`src/rtl/dtmr_pkg.sv`:
```
`timescale 1ns/1ps
package dtmr_pkg;
  // Control word bit positions (decoded by software)
  localparam int CB_TRIG  = 0;
  localparam int CB_RUN   = 1;
  localparam int CB_FLAG  = 2;
  localparam int CB_IEN   = 3;
  localparam int CB_RELD  = 4;
  localparam int CB_LVL   = 5;
  localparam int CB_PSEL  = 6;

  typedef enum logic [1:0] {
    RG_CTRL  = 2'd0,
    RG_COUNT = 2'd1,
    RG_RLDA  = 2'd2,
    RG_RLDB  = 2'd3
  } reg_sel_e;
endpackage

```
`src/rtl/dtmr_prescale.sv`:
```
`timescale 1ns/1ps
module dtmr_prescale #(
  parameter int PSEL_W = 2,
  localparam int PC_W  = 2 ** PSEL_W
) (
  input  logic              clk,
  input  logic              rst_n,
  input  logic              run,
  input  logic              restart,
  input  logic [PSEL_W-1:0] psel,
  output logic              tick
);
  logic [PC_W-1:0] pc_q, pc_d;
  logic [PC_W-1:0] lim;

  always_comb begin
    lim  = PC_W'((32'd1 << (32'(psel) + 32'd1)) - 32'd1);
    tick = run && !restart && (pc_q == lim);
    pc_d = pc_q;
    if (restart) begin
      pc_d = '0;
    end else if (run) begin
      pc_d = tick ? '0 : pc_q + 1'b1;
    end
  end

  always_ff @(posedge clk or negedge rst_n) begin
    if (!rst_n) pc_q <= '0;
    else        pc_q <= pc_d;
  end
endmodule

```
`src/rtl/dtmr_channel.sv`:
```
`timescale 1ns/1ps
module dtmr_channel
  import dtmr_pkg::*;
#(
  parameter int DATA_W = 32,
  parameter int PSEL_W = 2
) (
  input  logic              clk,
  input  logic              rst_n,
  input  logic              wr_ctrl,
  input  logic              wr_cnt,
  input  logic              wr_rlda,
  input  logic              wr_rldb,
  input  logic [DATA_W-1:0] wdata,
  input  reg_sel_e          rsel,
  output logic [DATA_W-1:0] rword,
  output logic              irq,
  output logic              lvl,
  output logic              flag_o,
  output logic              run_o
);
  logic              run_q, run_d;
  logic              flag_q, flag_d;
  logic              ien_q, ien_d;
  logic              reld_q, reld_d;
  logic              lvl_q, lvl_d;
  logic [PSEL_W-1:0] psel_q, psel_d;
  logic              pend_q, pend_d;
  logic [DATA_W-1:0] cnt_q, cnt_d;
  logic [DATA_W-1:0] rlda_q, rlda_d;
  logic [DATA_W-1:0] rldb_q, rldb_d;
  logic              tick;

  dtmr_prescale #(.PSEL_W(PSEL_W)) u_ps (
    .clk     (clk),
    .rst_n   (rst_n),
    .run     (run_q),
    .restart (wr_ctrl),
    .psel    (psel_q),
    .tick    (tick)
  );

  // next state
  always_comb begin
    run_d  = run_q;
    flag_d = flag_q;
    ien_d  = ien_q;
    reld_d = reld_q;
    lvl_d  = lvl_q;
    psel_d = psel_q;
    pend_d = pend_q;
    cnt_d  = cnt_q;
    rlda_d = rlda_q;
    rldb_d = rldb_q;

    if (tick) begin
      if (pend_q) begin
        cnt_d  = rlda_q;
        pend_d = 1'b0;
      end else if (cnt_q == '0) begin
        flag_d = 1'b1;
        lvl_d  = ~lvl_q;
        if (reld_q) cnt_d = rlda_q;
        else        run_d = 1'b0;
      end else begin
        cnt_d = cnt_q - 1'b1;
      end
    end

    if (wr_ctrl) begin
      run_d  = wdata[CB_RUN];
      ien_d  = wdata[CB_IEN];
      reld_d = wdata[CB_RELD];
      lvl_d  = wdata[CB_LVL];
      psel_d = wdata[CB_PSEL +: PSEL_W];
      flag_d = flag_q & wdata[CB_FLAG];
      pend_d = wdata[CB_TRIG] & wdata[CB_RUN];
    end
    if (wr_cnt)  cnt_d  = wdata;
    if (wr_rlda) rlda_d = wdata;
    if (wr_rldb) rldb_d = wdata;
  end

  // registers
  always_ff @(posedge clk or negedge rst_n) begin
    if (!rst_n) begin
      run_q  <= 1'b0;
      flag_q <= 1'b0;
      ien_q  <= 1'b0;
      reld_q <= 1'b0;
      lvl_q  <= 1'b0;
      psel_q <= '0;
      pend_q <= 1'b0;
      cnt_q  <= '0;
      rlda_q <= '0;
      rldb_q <= '0;
    end else begin
      run_q  <= run_d;
      flag_q <= flag_d;
      ien_q  <= ien_d;
      reld_q <= reld_d;
      lvl_q  <= lvl_d;
      psel_q <= psel_d;
      pend_q <= pend_d;
      cnt_q  <= cnt_d;
      rlda_q <= rlda_d;
      rldb_q <= rldb_d;
    end
  end

  // read word
  always_comb begin
    rword = '0;
    unique case (rsel)
      RG_CTRL: begin
        rword[CB_RUN]             = run_q;
        rword[CB_FLAG]            = flag_q;
        rword[CB_IEN]             = ien_q;
        rword[CB_RELD]            = reld_q;
        rword[CB_LVL]             = lvl_q;
        rword[CB_PSEL +: PSEL_W]  = psel_q;
      end
      RG_COUNT: rword = cnt_q;
      RG_RLDA:  rword = rlda_q;
      RG_RLDB:  rword = rldb_q;
      default:  rword = '0;
    endcase
  end

  assign irq    = ien_q & flag_q;
  assign lvl    = lvl_q;
  assign flag_o = flag_q;
  assign run_o  = run_q;
endmodule

```
`src/rtl/dual_dn_timer.sv`:
```
`timescale 1ns/1ps
module dual_dn_timer
  import dtmr_pkg::*;
#(
  parameter int NUM_CH  = 2,
  parameter int DATA_W  = 32,
  parameter int PSEL_W  = 2,
  localparam int CH_W   = (NUM_CH > 1) ? $clog2(NUM_CH) : 1,
  localparam int ADDR_W = CH_W + 2
) (
  input  logic              clk,
  input  logic              rst_n,
  input  logic [ADDR_W-1:0] bus_addr,
  input  logic              bus_wr,
  input  logic [DATA_W-1:0] bus_wdata,
  output logic [DATA_W-1:0] bus_rdata,
  output logic [NUM_CH-1:0] irq_o,
  output logic [NUM_CH-1:0] lvl_o
);
  reg_sel_e          rsel;
  logic [CH_W-1:0]   csel;
  logic [DATA_W-1:0] rword [NUM_CH];
  logic [NUM_CH-1:0] flag_vec;
  logic [NUM_CH-1:0] run_vec;

  assign rsel = reg_sel_e'(bus_addr[1:0]);
  assign csel = bus_addr[ADDR_W-1:2];

  for (genvar c = 0; c < NUM_CH; c++) begin : g_ch
    logic hit;
    assign hit = bus_wr && (csel == CH_W'(c));

    dtmr_channel #(.DATA_W(DATA_W), .PSEL_W(PSEL_W)) u_ch (
      .clk     (clk),
      .rst_n   (rst_n),
      .wr_ctrl (hit && rsel == RG_CTRL),
      .wr_cnt  (hit && rsel == RG_COUNT),
      .wr_rlda (hit && rsel == RG_RLDA),
      .wr_rldb (hit && rsel == RG_RLDB),
      .wdata   (bus_wdata),
      .rsel    (rsel),
      .rword   (rword[c]),
      .irq     (irq_o[c]),
      .lvl     (lvl_o[c]),
      .flag_o  (flag_vec[c]),
      .run_o   (run_vec[c])
    );
  end

  always_comb begin
    bus_rdata = '0;
    for (int c = 0; c < NUM_CH; c++) begin
      if (csel == CH_W'(c)) bus_rdata = rword[c];
    end
  end
endmodule

```
`config.mk`:
```
export PLATFORM = sky130hd
export DESIGN_NAME = dual_dn_timer
export DESIGN_NICKNAME = d
export VERILOG_FILES = /design/src/rtl/dtmr_pkg.sv /design/src/rtl/dtmr_prescale.sv /design/src/rtl/dtmr_channel.sv /design/src/rtl/dual_dn_timer.sv
export SDC_FILE = /design/constraint.sdc
export NUM_CORES = 1
export LEC_CHECK = 0
export BUFFER_PORTS_ARGS = -buffer_cell sky130_fd_sc_hd__buf_2
export CAP_MARGIN = 25
export CORE_MARGIN = 8
export CORE_UTILIZATION = 30
export DETAILED_ROUTE_END_ITERATION = 16
export GPL_TIMING_DRIVEN = 0
export PLACE_DENSITY = 0.41
export SYNTH_ARGS = -nofsm -noshare
export SYNTH_HDL_FRONTEND = slang
export SYNTH_SLANG_ARGS = --single-unit
```
`constraint.sdc`:
```
create_clock -name clk -period 3.25 [get_ports clk]
set_clock_uncertainty 0.2 [all_clocks]
set_input_delay 0.65 -clock clk [delete_from_list [all_inputs] [get_ports clk]]
set_output_delay 0.65 -clock clk [all_outputs]
set_load 0.05 [all_outputs]
```
==> out/results.ini <==
[status]
status=completed

[die]
fp.dieArea_um2=48400
ios=74
die_h_um=220
core_area_um2=40900
die_x_um=220
start_util_pct=30.5
row_count=74

[synthesis]
yosysSeqAreaShare_pct=43.3
syn_nets=1348
yosysWarnings=0
yosysUniqueCellTypes=69
synth_most_common_cell=dfrtp_1
synth-main-ff-cell=dfrtp_1
synth_commonest_cells=216 x dfrtp_1, 180 x nor2_1, 138 x mux2_2
syn_avg_cell_area_um2=9.57
yosys_register_bits=216
synth.largest_area_cell=dfrtp_1
async_flop_share_pct=100
yosys-top-cells-area=dfrtp_1 43%, mux2_2 12%, nor2_1 5.4%, o21ai_0 3.7%, nand2_1 3.5%
synthCells=1304
syn-cell-area_um2=12500
yosysTopAreaCellShare_pct=43.3
synth_edf_count=0

[route]
wire_per_inst_um=25.4
firstDrtPassIters=5
ant_nets=0
drc=0
viasPerCell=5.57
drt-initial-drc-count=1041
wirelength_mm=50.2
via_count=11000

[sta]
maxSlewViolCount=0
setup_violations=0
period_share_pct=99.8
hold_viol_final=0
fmax_mhz=308
layout_min_cycle_time_ns=3.24
setup_ws_ns=0.00808
relSlewSlack_pct=26.8
rsz0062_at_grt=true
hold_ws_ns=0.234
tightest_slew_ns=1.09

[pwr]
p_int_uw=6740
p_comb_share_pct=30.9
ir_worst_vdd_uv=322
power.density_nw_per_um2=707
pwr-share-seq_pct=39.2
swShare_pct=37.5
switching_power_uw=4040
clock_power_share_pct=29.9
p_leak_uw=0.00616
finalPower_uw=10800

[layout]
final_nets=1465
layout-drive-gt1-share_pct=28.7
fillers=4241
fin_cells=1974
stdcell_area_um2=15200
syn2layout_area_growth_pct=22.2
multi_input_area_um2=6990
register_area_um2=5410

[placement]
place_congestion=0.853
placement.io_buffers=70
placed_area_um2=13900
post-dp-hpwl_mm=36.9
dp_slack_ns=-1.36
placed_cells=1910

[global_route]
overflow=0
grt_use_total_pct=20.6
grt_max_degree=108
grt_antenna_before_repair=0
grt_pass1_vias=10700
grt_pass1_wl_mm=74.2

[setup_path]
path_cells=buf_2 > clkbuf_4 > clkbuf_8 > buf_4 > o21ai_0 > a211oi_2 > buf_4
critPathTopFamily=buffers and inverters
critPathMaxStageDelay_ns=0.39
required_ns=2.40
crit_slowest_cell=a211oi_2
cp_num_buf_inv=5
worstSetupPathType=input pin to output pin
crit_arrival_ns=2.39
crit_path_frequent_cell=buf_4
cp_max_fo=10
end_kind=output pin
crit_path_start_kind=input pin

[flow_run]
maxCapViolCount=0

[clocking]
numCtsBuffers=27
clk_pin_slew_ns=0.06
clock_latency_ns=0.56
cts_tree=built
h-tree-depth=1
clockRootBuffer=clkbuf_16
ctsLongestPathBuffers=3
clock-sinks=216

[min_path]
hold_class=input pin to register

==> area by class of cell <==
type                       instances  share of cell area, %
multi-input combinational        980                   45.8
timing repair buffer              89                   4.19
buffer                           101                   3.82
inverter                           6                  0.148
clock inverter                    12                   1.08
antenna                            1                 0.0164
clock buffer                      37                   5.07
tap                              532                   4.37
sequential                       216                   35.5
==> registers in the layout, summed over array words and instances, names as in the netlist <==
| register | count |
|---|---|
| g_ch.u_ch.cnt_q | 64 |
| g_ch.u_ch.flag_o | 2 |
| g_ch.u_ch.ien_q | 2 |
| g_ch.u_ch.lvl | 2 |
| g_ch.u_ch.pend_q | 2 |
| g_ch.u_ch.psel_q | 4 |
| g_ch.u_ch.reld_q | 2 |
| g_ch.u_ch.rlda_q | 64 |
| g_ch.u_ch.rldb_q | 64 |
| g_ch.u_ch.run_o | 2 |
| g_ch.u_ch.u_ps.pc_q | 8 |
==> path summary, 6_finish.rpt <==
check	end	cells after the start	slack [ns]	start
max in group asynchronous	g_ch[0].u_ch.rlda_q[26]	3	1.78	rst_n
worst min-delay path	g_ch[0].u_ch.cnt_q[16]	3	0.23	bus_wdata[16]
min in group asynchronous	g_ch[1].u_ch.u_ps.pc_q[2]	2	0.29	rst_n
worst max-delay path	bus_rdata[31]	7	0.008	bus_addr[0]
worst max register to register	g_ch[0].u_ch.cnt_q[31]	8	0.09	g_ch[0].u_ch.cnt_q[6]
worst min register to register	g_ch[0].u_ch.rldb_q[7]	1	0.30	g_ch[0].u_ch.rldb_q[7]
==> kinds of logic (layout without fill, tap and decap cells) <==
| family | after synthesis | in the layout | synth area share, % |
|---|---|---|---|
| other | 0 | 1 | 0 |
| adder cells (fa/ha/maj) | 6 | 6 | 0.602 |
| multiplexers | 175 | 175 | 16.8 |
| XOR/XNOR | 17 | 17 | 1.19 |
| AND/OR/NAND/NOR | 459 | 459 | 17.2 |
| buffers and inverters | 108 | 245 | 3.88 |
| flip-flops | 216 | 216 | 43.3 |
| AO/OA/AOI/OAI | 323 | 323 | 17.0 |
==> worst reg2reg max path: stages, from the launching register on <==
cell and delay (ns):
dfrtp_1 0.47, nor4_4 0.45, nand4_1 0.34, or3_1 0.39, clkbuf_1 0.23, nor3b_1 0.46, nand3b_1 0.20, xor2_1 0.18
a31oi_1 0.17
==> metrics by stage <==
step / utilization (%) / TNS, ns
4_1_cts: 36.6 / 0
5_1_grt: 37.2 / -0.0736
2_1_floorplan: - / -0.141
3_5_place_dp: 33.9 / -69.27
6_report: 37.3 / 0
3_3_place_gp: 33.7 / -712.99
==> cells in the final DEF (no fill, tap or decap), types with 9 or more instances in the layout <==
| cell | Yosys | layout |
|---|---|---|
| dfrtp_1 | 216 | 216 |
| nor2_1 | 180 | 178 |
| mux2_2 | 138 | 138 |
| nand2_1 | 117 | 116 |
| o21ai_0 | 91 | 89 |
| buf_2 | 9 | 60 |
| a21oi_1 | 57 | 57 |
| buf_4 | 6 | 42 |
| nand3_1 | 37 | 37 |
| clkbuf_1 | 57 | 37 |
| nor3_1 | 32 | 31 |
| a211oi_1 | 57 | 30 |
| o22ai_1 | 27 | 27 |
| clkbuf_16 | 0 | 27 |
| mux2i_1 | 23 | 23 |
| a211oi_4 | 0 | 22 |
| o211ai_1 | 17 | 17 |
| a211oi_2 | 11 | 16 |
| clkbuf_2 | 0 | 15 |
| buf_6 | 6 | 14 |
| mux4_2 | 14 | 14 |
| xnor2_1 | 12 | 12 |
| or3_1 | 11 | 11 |
| o21ai_1 | 8 | 10 |
| buf_1 | 24 | 10 |
| nand4_1 | 10 | 10 |
| nor4_1 | 13 | 9 |
| nand2b_1 | 9 | 9 |
==> timing repair <==
action                     4_1_cts  5_1_grt
buffers inserted                 2       12
gates resized for setup         67       66
pin swaps                        5        3
hold buffers                     1        0
setup endpoints to repair       95       89
hold endpoints to repair         4        0
==> metal layers <==
layer | track usage (%) | wire (µm)
met2 | 30.9 | 21800
met4 | 4.20 | 924
met5 | 0 | 0
met3 | 3.21 | 2760
met1 | 30.8 | 24700
==> power by group through the flow <==
stage | sequential [µW] | combinational (µW) | clock, µW
6_report | 4230 | 3330 | 3220
5_1_grt | 4330 | 3630 | 3430
2_1_floorplan | 3920 | 2350 | 0
4_1_cts | 4190 | 3250 | 3310
3_5_place_dp | 4220 | 3190 | 0
3_3_place_gp | 4210 | 3150 | 0
(Power assumes the default switching activity.)
